==> config.mk <==
export PLATFORM = sky130hd
export DESIGN_NAME = bbm_marker_check
export DESIGN_NICKNAME = d
export VERILOG_FILES = /design/src/rtl/bbm_pkg.sv /design/src/rtl/bbm_page_sel.sv /design/src/rtl/bbm_byte_scan.sv /design/src/rtl/bbm_marker_check.sv
export SDC_FILE = /design/constraint.sdc
export NUM_CORES = 1
export LEC_CHECK = 0
export ABC_AREA = 1
export BUFFER_PORTS_ARGS = -buffer_cell sky130_fd_sc_hd__buf_2
export CORE_MARGIN = 2
export CORE_UTILIZATION = 50
export CTS_CLUSTER_SIZE = 20
export DETAILED_ROUTE_END_ITERATION = 8
export PLACE_DENSITY = 0.67
export SLEW_MARGIN = 25
export SYNTH_ARGS = -nofsm -noshare
export SYNTH_HDL_FRONTEND = slang
export SYNTH_SLANG_ARGS = --single-unit
export TNS_END_PERCENT = 20
==> constraint.sdc <==
create_clock -name clk -period 8.7 [get_ports clk]
set_input_delay 2.175 -clock clk [delete_from_list [all_inputs] [get_ports clk]]
set_output_delay 2.175 -clock clk [all_outputs]
set_load 0.005 [all_outputs]
==> src/rtl/bbm_pkg.sv <==
package bbm_pkg;

    typedef enum logic {
        POL_GENERIC   = 1'b0,
        POL_COMPLIANT = 1'b1
    } policy_e;

    typedef enum logic [1:0] {
        S_IDLE   = 2'd0,
        S_ISSUE  = 2'd1,
        S_STREAM = 2'd2,
        S_DONE   = 2'd3
    } state_e;

endpackage

==> src/rtl/bbm_page_sel.sv <==
module bbm_page_sel #(
    parameter int BLK_W  = 12,
    parameter int PPB_W  = 9,
    parameter int PAGE_W = 20
) (
    input  logic              compliant,
    input  logic              second,
    input  logic [BLK_W-1:0]  blk,
    input  logic [PPB_W-1:0]  ppb,
    output logic [PAGE_W-1:0] page
);

    logic [PAGE_W-1:0] base_page;
    logic [PAGE_W-1:0] ppb_wide;
    logic [PAGE_W-1:0] step;

    always_comb begin
        ppb_wide  = PAGE_W'(ppb);
        base_page = PAGE_W'(blk) * ppb_wide;
        if (!second)
            step = '0;
        else if (compliant)
            step = ppb_wide - PAGE_W'(1);
        else
            step = PAGE_W'(1);
        page = base_page + step;
    end

endmodule

==> src/rtl/bbm_byte_scan.sv <==
module bbm_byte_scan #(
    parameter int SP_W   = 8,
    parameter int DATA_W = 8
) (
    input  logic              clk,
    input  logic              rst_n,
    input  logic              clear,
    input  logic              valid,
    input  logic [DATA_W-1:0] data,
    input  logic [SP_W-1:0]   spare_size,
    input  logic              compliant,
    output logic              marker,
    output logic              last
);

    logic [SP_W-1:0] cnt_q;
    logic            is_zero;
    logic            in_scope;

    always_ff @(posedge clk or negedge rst_n) begin
        if (!rst_n)
            cnt_q <= '0;
        else if (clear)
            cnt_q <= '0;
        else if (valid)
            cnt_q <= cnt_q + SP_W'(1);
    end

    always_comb begin
        is_zero  = (data == '0);
        in_scope = compliant || (cnt_q == '0);
        marker   = is_zero && in_scope;
        last     = (cnt_q == (spare_size - SP_W'(1)));
    end

    AST_CNT_BOUND: assert property (@(posedge clk) disable iff (!rst_n)
        (valid && !clear) |-> (cnt_q < spare_size));

endmodule

==> src/rtl/bbm_marker_check.sv <==
module bbm_marker_check #(
    parameter int BLK_W  = 12,
    parameter int PPB_W  = 9,
    parameter int PAGE_W = 20,
    parameter int SP_W   = 8,
    parameter int DATA_W = 8
) (
    input  logic              clk,
    input  logic              rst_n,
    input  logic              start,
    input  logic              policy,
    input  logic [BLK_W-1:0]  blk_idx,
    input  logic [PPB_W-1:0]  pages_per_blk,
    input  logic [SP_W-1:0]   spare_size,
    output logic              rd_cmd,
    output logic [PAGE_W-1:0] rd_page,
    input  logic              sp_valid,
    input  logic [DATA_W-1:0] sp_byte,
    input  logic              rd_fail,
    output logic              busy,
    output logic              done,
    output logic              is_bad,
    output logic              rd_err
);
    import bbm_pkg::*;

    state_e            state_q, state_d;
    policy_e           pol_q;
    logic [BLK_W-1:0]  blk_q;
    logic [PPB_W-1:0]  ppb_q;
    logic [SP_W-1:0]   ss_q;
    logic              second_q;
    logic              bad_q;
    logic              err_q;
    logic              marker;
    logic              last_byte;
    logic              scan_clear;
    logic              in_stream;

    bbm_page_sel #(
        .BLK_W (BLK_W),
        .PPB_W (PPB_W),
        .PAGE_W(PAGE_W)
    ) u_page_sel (
        .compliant(pol_q == POL_COMPLIANT),
        .second   (second_q),
        .blk      (blk_q),
        .ppb      (ppb_q),
        .page     (rd_page)
    );

    bbm_byte_scan #(
        .SP_W  (SP_W),
        .DATA_W(DATA_W)
    ) u_scan (
        .clk       (clk),
        .rst_n     (rst_n),
        .clear     (scan_clear),
        .valid     (sp_valid && in_stream),
        .data      (sp_byte),
        .spare_size(ss_q),
        .compliant (pol_q == POL_COMPLIANT),
        .marker    (marker),
        .last      (last_byte)
    );

    // next-state logic
    always_comb begin
        state_d = state_q;
        unique case (state_q)
            S_IDLE:   if (start) state_d = S_ISSUE;
            S_ISSUE:  state_d = S_STREAM;
            S_STREAM: begin
                if (rd_fail)
                    state_d = S_DONE;
                else if (sp_valid && marker)
                    state_d = S_DONE;
                else if (sp_valid && last_byte)
                    state_d = second_q ? S_DONE : S_ISSUE;
            end
            S_DONE:   state_d = S_IDLE;
            default:  state_d = S_IDLE;
        endcase
    end

    // state register
    always_ff @(posedge clk or negedge rst_n) begin
        if (!rst_n)
            state_q <= S_IDLE;
        else
            state_q <= state_d;
    end

    // operands and verdict
    always_ff @(posedge clk or negedge rst_n) begin
        if (!rst_n) begin
            pol_q    <= POL_GENERIC;
            blk_q    <= '0;
            ppb_q    <= '0;
            ss_q     <= '0;
            second_q <= 1'b0;
            bad_q    <= 1'b0;
            err_q    <= 1'b0;
        end else begin
            unique case (state_q)
                S_IDLE: if (start) begin
                    pol_q    <= policy_e'(policy);
                    blk_q    <= blk_idx;
                    ppb_q    <= pages_per_blk;
                    ss_q     <= spare_size;
                    second_q <= 1'b0;
                    bad_q    <= 1'b0;
                    err_q    <= 1'b0;
                end
                S_STREAM: begin
                    if (rd_fail)
                        err_q <= 1'b1;
                    else if (sp_valid && marker)
                        bad_q <= 1'b1;
                    else if (sp_valid && last_byte && !second_q)
                        second_q <= 1'b1;
                end
                default: ;
            endcase
        end
    end

    // outputs
    always_comb begin
        in_stream  = (state_q == S_STREAM);
        scan_clear = (state_q == S_ISSUE);
        rd_cmd     = (state_q == S_ISSUE);
        busy       = (state_q != S_IDLE);
        done       = (state_q == S_DONE);
        is_bad     = bad_q;
        rd_err     = err_q;
    end

    AST_DONE_PULSE: assert property (@(posedge clk) disable iff (!rst_n)
        done |=> !done);

    AST_VERDICT_EXCL: assert property (@(posedge clk) disable iff (!rst_n)
        done |-> !(is_bad && rd_err));

    AST_FAIL_ABORTS: assert property (@(posedge clk) disable iff (!rst_n)
        (in_stream && rd_fail) |=> (done && rd_err && !is_bad));

    AST_MARK_STOPS: assert property (@(posedge clk) disable iff (!rst_n)
        (in_stream && sp_valid && !rd_fail && marker) |=> (done && is_bad));

    AST_PAGE_HELD: assert property (@(posedge clk) disable iff (!rst_n)
        in_stream |-> $stable(rd_page));

    AST_CMD_SINGLE: assert property (@(posedge clk) disable iff (!rst_n)
        rd_cmd |=> !rd_cmd);

endmodule

Word-level counts from Yosys, hierarchy flattened --
Index checks and enable logic that the tools add are counted.
Operators by class: add/subtract/negate cells 4, multiply operators 1, equal/unequal tests 11, mux-type cells 20, reductions and logical operators 18
Operator list (count):
- $mux 20 | 2
- $add 20x20->20 | 1
- $mul 12x9->20 | 1
- $logic_not 8->1 | 2
- $mux 8 | 2
- $mux 2 | 5
- $sub 9x1->10 const B | 1
- $add 8x1->8 const B | 1
- $eq 8x8->1 | 1
- $ne 2x2->1 const B | 4
- $pmux 2 s4 | 1
- $sub 8x1->8 const B | 1
- $mux 1 | 7
- $pmux 1 s2 | 3
- $reduce_bool 2->1 | 3
- $logic_and 1x1->1 | 5
- $reduce_and 5->1 | 1
- $eq 2x2->1 const B | 2
- $ne 2x1->1 const B | 2
- $ne 4x2->1 const B | 1
- $reduce_and 2->1 | 2
- $reduce_and 4->1 | 1
- $reduce_and 3->1 | 1
- $eq 2x1->1 const B | 1
- 3 further kinds | 3
Word-level totals: bits in registers 43, output and inout port bits 25, logic and storage cells 63

Logic depth before layout (Yosys ltp) --
depth in word-level cells 8, depth in mapped cells 23, depth with buffers taken out 21

By module --
From an unflattened synthesis, not the netlist that was laid out.
Second synthesis, totals: cells, all modules 996, area, all modules 7010.5 um2
By module, submodules not included:
- bbm_page_sel | times used 1, cells an instance 699, area an instance 4733.3 um2
- bbm_marker_check | times used 1, cells an instance 172, area an instance 1487.7 um2
- bbm_byte_scan | times used 1, cells an instance 125, area an instance 789.5 um2

Worst setup path before layout --
Ideal clock, no wire load.
kind reg2out, start register ppb_q[0], end output rd_page[18], data arrival time 4.669 ns, data required time 6.525 ns, slack 1.856 ns, cell stages (with the launch flop) 21, cells stage by stage dfrtp_1 -> clkbuf_2 -> clkbuf_1 -> nand2_1 -> fa_1 -> inv_1 -> fa_1 -> inv_1 -> fa_1 -> inv_1 -> fa_1 -> inv_1 -> fa_1 -> inv_1 -> ha_1 -> a21o_1 -> a21boi_1 -> nand2_1 -> nand2_1 -> nand3_1 -> xor2_1
On the way: cells in the longest elaborated chain, start to end 4
Ends and longest elaborated chain:
- from (decl) | line bbm_marker_check.sv:30 | logic [PPB_W-1:0] ppb_q;
- from (signal assigned) | line bbm_marker_check.sv:109 | ppb_q <= pages_per_blk;
- branches (longest 3 deep; another with $mul 12x9->20)
- $add 20x20->20 (*) | line bbm_page_sel.sv:26 | page = base_page + step;
- to (decl) | line bbm_marker_check.sv:16 | output logic [PAGE_W-1:0] rd_page,
Mark *: on every way between the ends.

Worst setup path after layout --
start register ppb_q[0], end output rd_page[15]
The elaborated chain is that of the path after synthesis.

==> reports/summary.txt <==
Required time at the endpoint of the critical path -> 6.53 ns
Post-synth EDFFs -> 0
Commonest cells after routing, fill and taps aside -> sky130_fd_sc_hd__nand2_1, sky130_fd_sc_hd__inv_1, sky130_fd_sc_hd__fa_1
Final critical-path share of the clock period -> 85.8%
Post-DRT Antenna Nets -> 0
Grt total ovfl -> 0
Die Footprint -> 13800 sq um
Clock latency of the later-clocked register in the worst-skew pair -> 0.29 ns
Worst max-slew margin expressed relative to the limit -> 43.2%
Total wire length -> 14.3 mm
Fin. Hold Viols -> 0
Count of input and output buffers -> 67
Fraction of final layout cells with drive strength greater than 1 -> 10.8%
Average via count per standard cell -> 4.94
Core box area -> 12600 sq um
Final period demand of the worst path -> 7.47 ns
Crit path DAT -> 5.29 ns
Die span in y -> 117 um
Async set or reset register ratio after synthesis -> 100%
Number of library cell types mapped by synthesis -> 37
Layout Skew -> 0.00797 ns
Number of vias in the routed layout -> 5391
Post-route DRC violation count -> 0
Global-route wire length before repair -> 25.5 mm
Setup TNS Final -> 0 ns
Nets in the synthesized netlist -> 1055
Crit Path Category -> register to output port
Initial core utilization -> 51.2%
Slew at the pin with the worst max-slew slack -> 0.849 ns
# Post-CTS Setup Buffers -> 0
Largest fanout of any net on the critical path -> 16
Clock slew seen by the registers of the worst setup and hold paths -> 0.07 ns
Area growth, synth to finish -> 9.37%
Yosys top cell area share -> 26.4%
Post-detailed-placement half-perimeter wirelength -> 11.7 mm
Synthesis Warnings -> 0
Startpoint of the lowest-slack register-to-register path -> state_q[1]$_DFFE_PN0P_
H-tree levels -> 2
Net count of the finished layout -> 1096
Buffer cell driving the clock tree root -> sky130_fd_sc_hd__clkbuf_16
Average wire length per cell after detail routing -> 13.1 um
Number of buffers created by CTS -> 5
Critical path launch point -> ppb_q[0]$_DFFE_PN0P_
Count of state elements after synthesis -> 43
Max-cap viol count -> 0
Synth area leaders -> sky130_fd_sc_hd__fa_1, sky130_fd_sc_hd__dfrtp_1, sky130_fd_sc_hd__nand2_1
Count of pins over their slew limit -> 0
Core Rows -> 41
Vias in the first global route -> 5362
GRT Resource Usage Total -> 22.2%
Die span in x -> 117 um
Number of failing setup endpoints in the final timing report -> 0
Cell with the biggest individual delay on the critical path -> sky130_fd_sc_hd__dfrtp_1
# clock sinks -> 43
Inserted Diodes -> 0
Kind of start point of the critical path -> register
Maximum buffer depth of the clock tree -> 2
Detailed Route Iter0 Violations -> 296
Detailed-routing iteration count for the pre-antenna-repair pass -> 5
Start point of the worst hold path -> rd_err$_DFFE_PN0P_
Synth Flop Type -> sky130_fd_sc_hd__dfrtp_1
Most common library cell in the layout ignoring fill and taps -> sky130_fd_sc_hd__nand2_1
Result of the run -> completed
Largest net degree at the start of global routing -> 45
Cells after Synth -> 877
Setup crit end kind -> output port
Mapped Area -> 6440 sq um
Maximum achievable frequency -> 134 MHz
List of cells traversed by the critical path -> nand2_1, fa_1, inv_1, fa_1, inv_1, fa_1, inv_1, fa_1, inv_1, fa_1, inv_1, ha_1, nand2_1, o21bai_1, a21oi_1, nand2_1, nand2_1, nand2_1, xor2_1, buf_2
Portion of the post-synthesis area used by sequential elements -> 16.7%
Post-CTS Hold Fix Bufs -> 0
Routability-driven placement congestion ratio -> 0.874
Cell taking the most area after synthesis -> sky130_fd_sc_hd__fa_1
PostCTS Resize Cnt -> 0
TritonCTS clock tree -> yes
Hold Path Class -> register to register
Initial antenna violation count -> 0
RSZ-0062 raised after global routing -> false
Max incr delay on CP -> 0.71 ns
I/O pin total -> 68
Synthesized area per cell -> 7.34 sq um
==> metrics by stage <==
stage	setup slack [ns]	instances	hold WS (ns)	util [%]	area [sq um]
after global placement	1.57	1083	0.485	54.4	6840
final	1.23	1091	0.501	56.0	7040
after floorplan	1.86	877	0.462	-	6440
after CTS	1.24	1091	0.504	56.0	7040
after global routing	0.784	1091	0.547	56.0	7040
after detailed placement	1.56	1083	0.485	54.4	6840
==> final cells by class <==
cell class	count	area [sq um]
Clock buffer	5	125
Clock inverter	3	71.3
Fill cell	1197	5530
Inverter	198	743
Multi-Input combinational cell	603	4470
Sequential cell	43	1080
Tap cell	172	215
Timing Repair Buffer	67	338
==> worst max-delay path, delay by kind of cell (launching register included) <==
family	cells	cell delay [ns]
buffers and inverters	6	0.37
flip-flops	1	0.71
AND/OR/NAND/NOR	5	0.52
adder cells (fa/ha/maj)	6	2.91
XOR/XNOR	1	0.14
AO/OA/AOI/OAI	2	0.33
==> cells in the mapped netlist, drive strengths merged (3+ instances only) <==
cell type / number
nor3: 6
o21bai: 3
xnor2: 9
clkbuf: 24
fa: 85
a21oi: 28
o21ai: 35
nand2: 267
inv: 198
nand3: 37
xor2: 12
nor2: 52
nand4: 5
ha: 50
dfrtp: 43
buf: 9
==> cells by family (layout without fill, tap and decap cells) <==
kind of cell / count (synthesis) / after routing / synth area share, %
AND/OR/NAND/NOR: 371 / 371 / 23.6
buffers and inverters: 231 / 273 / 13.8
adder cells (fa/ha/maj): 135 / 135 / 36.2
AO/OA/AOI/OAI: 75 / 75 / 6.49
flip-flops: 43 / 43 / 16.7
XOR/XNOR: 22 / 22 / 3.21
==> flip-flops by register name, summed over array words and instances, names as in the netlist <==
name          cells
blk_q            12
ppb_q             9
ss_q              8
u_scan.cnt_q      8
state_q           2
is_bad            1
pol_q             1
rd_err            1
second_q          1
==> final timing paths <==
kind | to | slack [ns] | cells past startpoint
max | rd_page[15] | 1.23 | 20
min | rd_err$_DFFE_PN0P_ | 0.50 | 1
max reg2reg | second_q$_DFFE_PN0P_ | 6.40 | 9
min reg2reg | rd_err$_DFFE_PN0P_ | 0.50 | 1
max in group asynchronous | ppb_q[5]$_DFFE_PN0P_ | 6.45 | 1
min in group asynchronous | u_scan.cnt_q[1]$_DFFE_PN0P_ | 1.87 | 1
==> routing by layer <==
metal	part of all wire, %	up-vias	track usage [%]
met2	46	144	36.2
met3	5.3	12	3.34
met1	48	2543	32.2
met4	0.74	0	3.09
met5	0	-	0
li1	-	2692	-
Power is left out: the tool's default activity adds up to more than one toggle a clock period on the data nets, which glitch-free logic cannot reach.
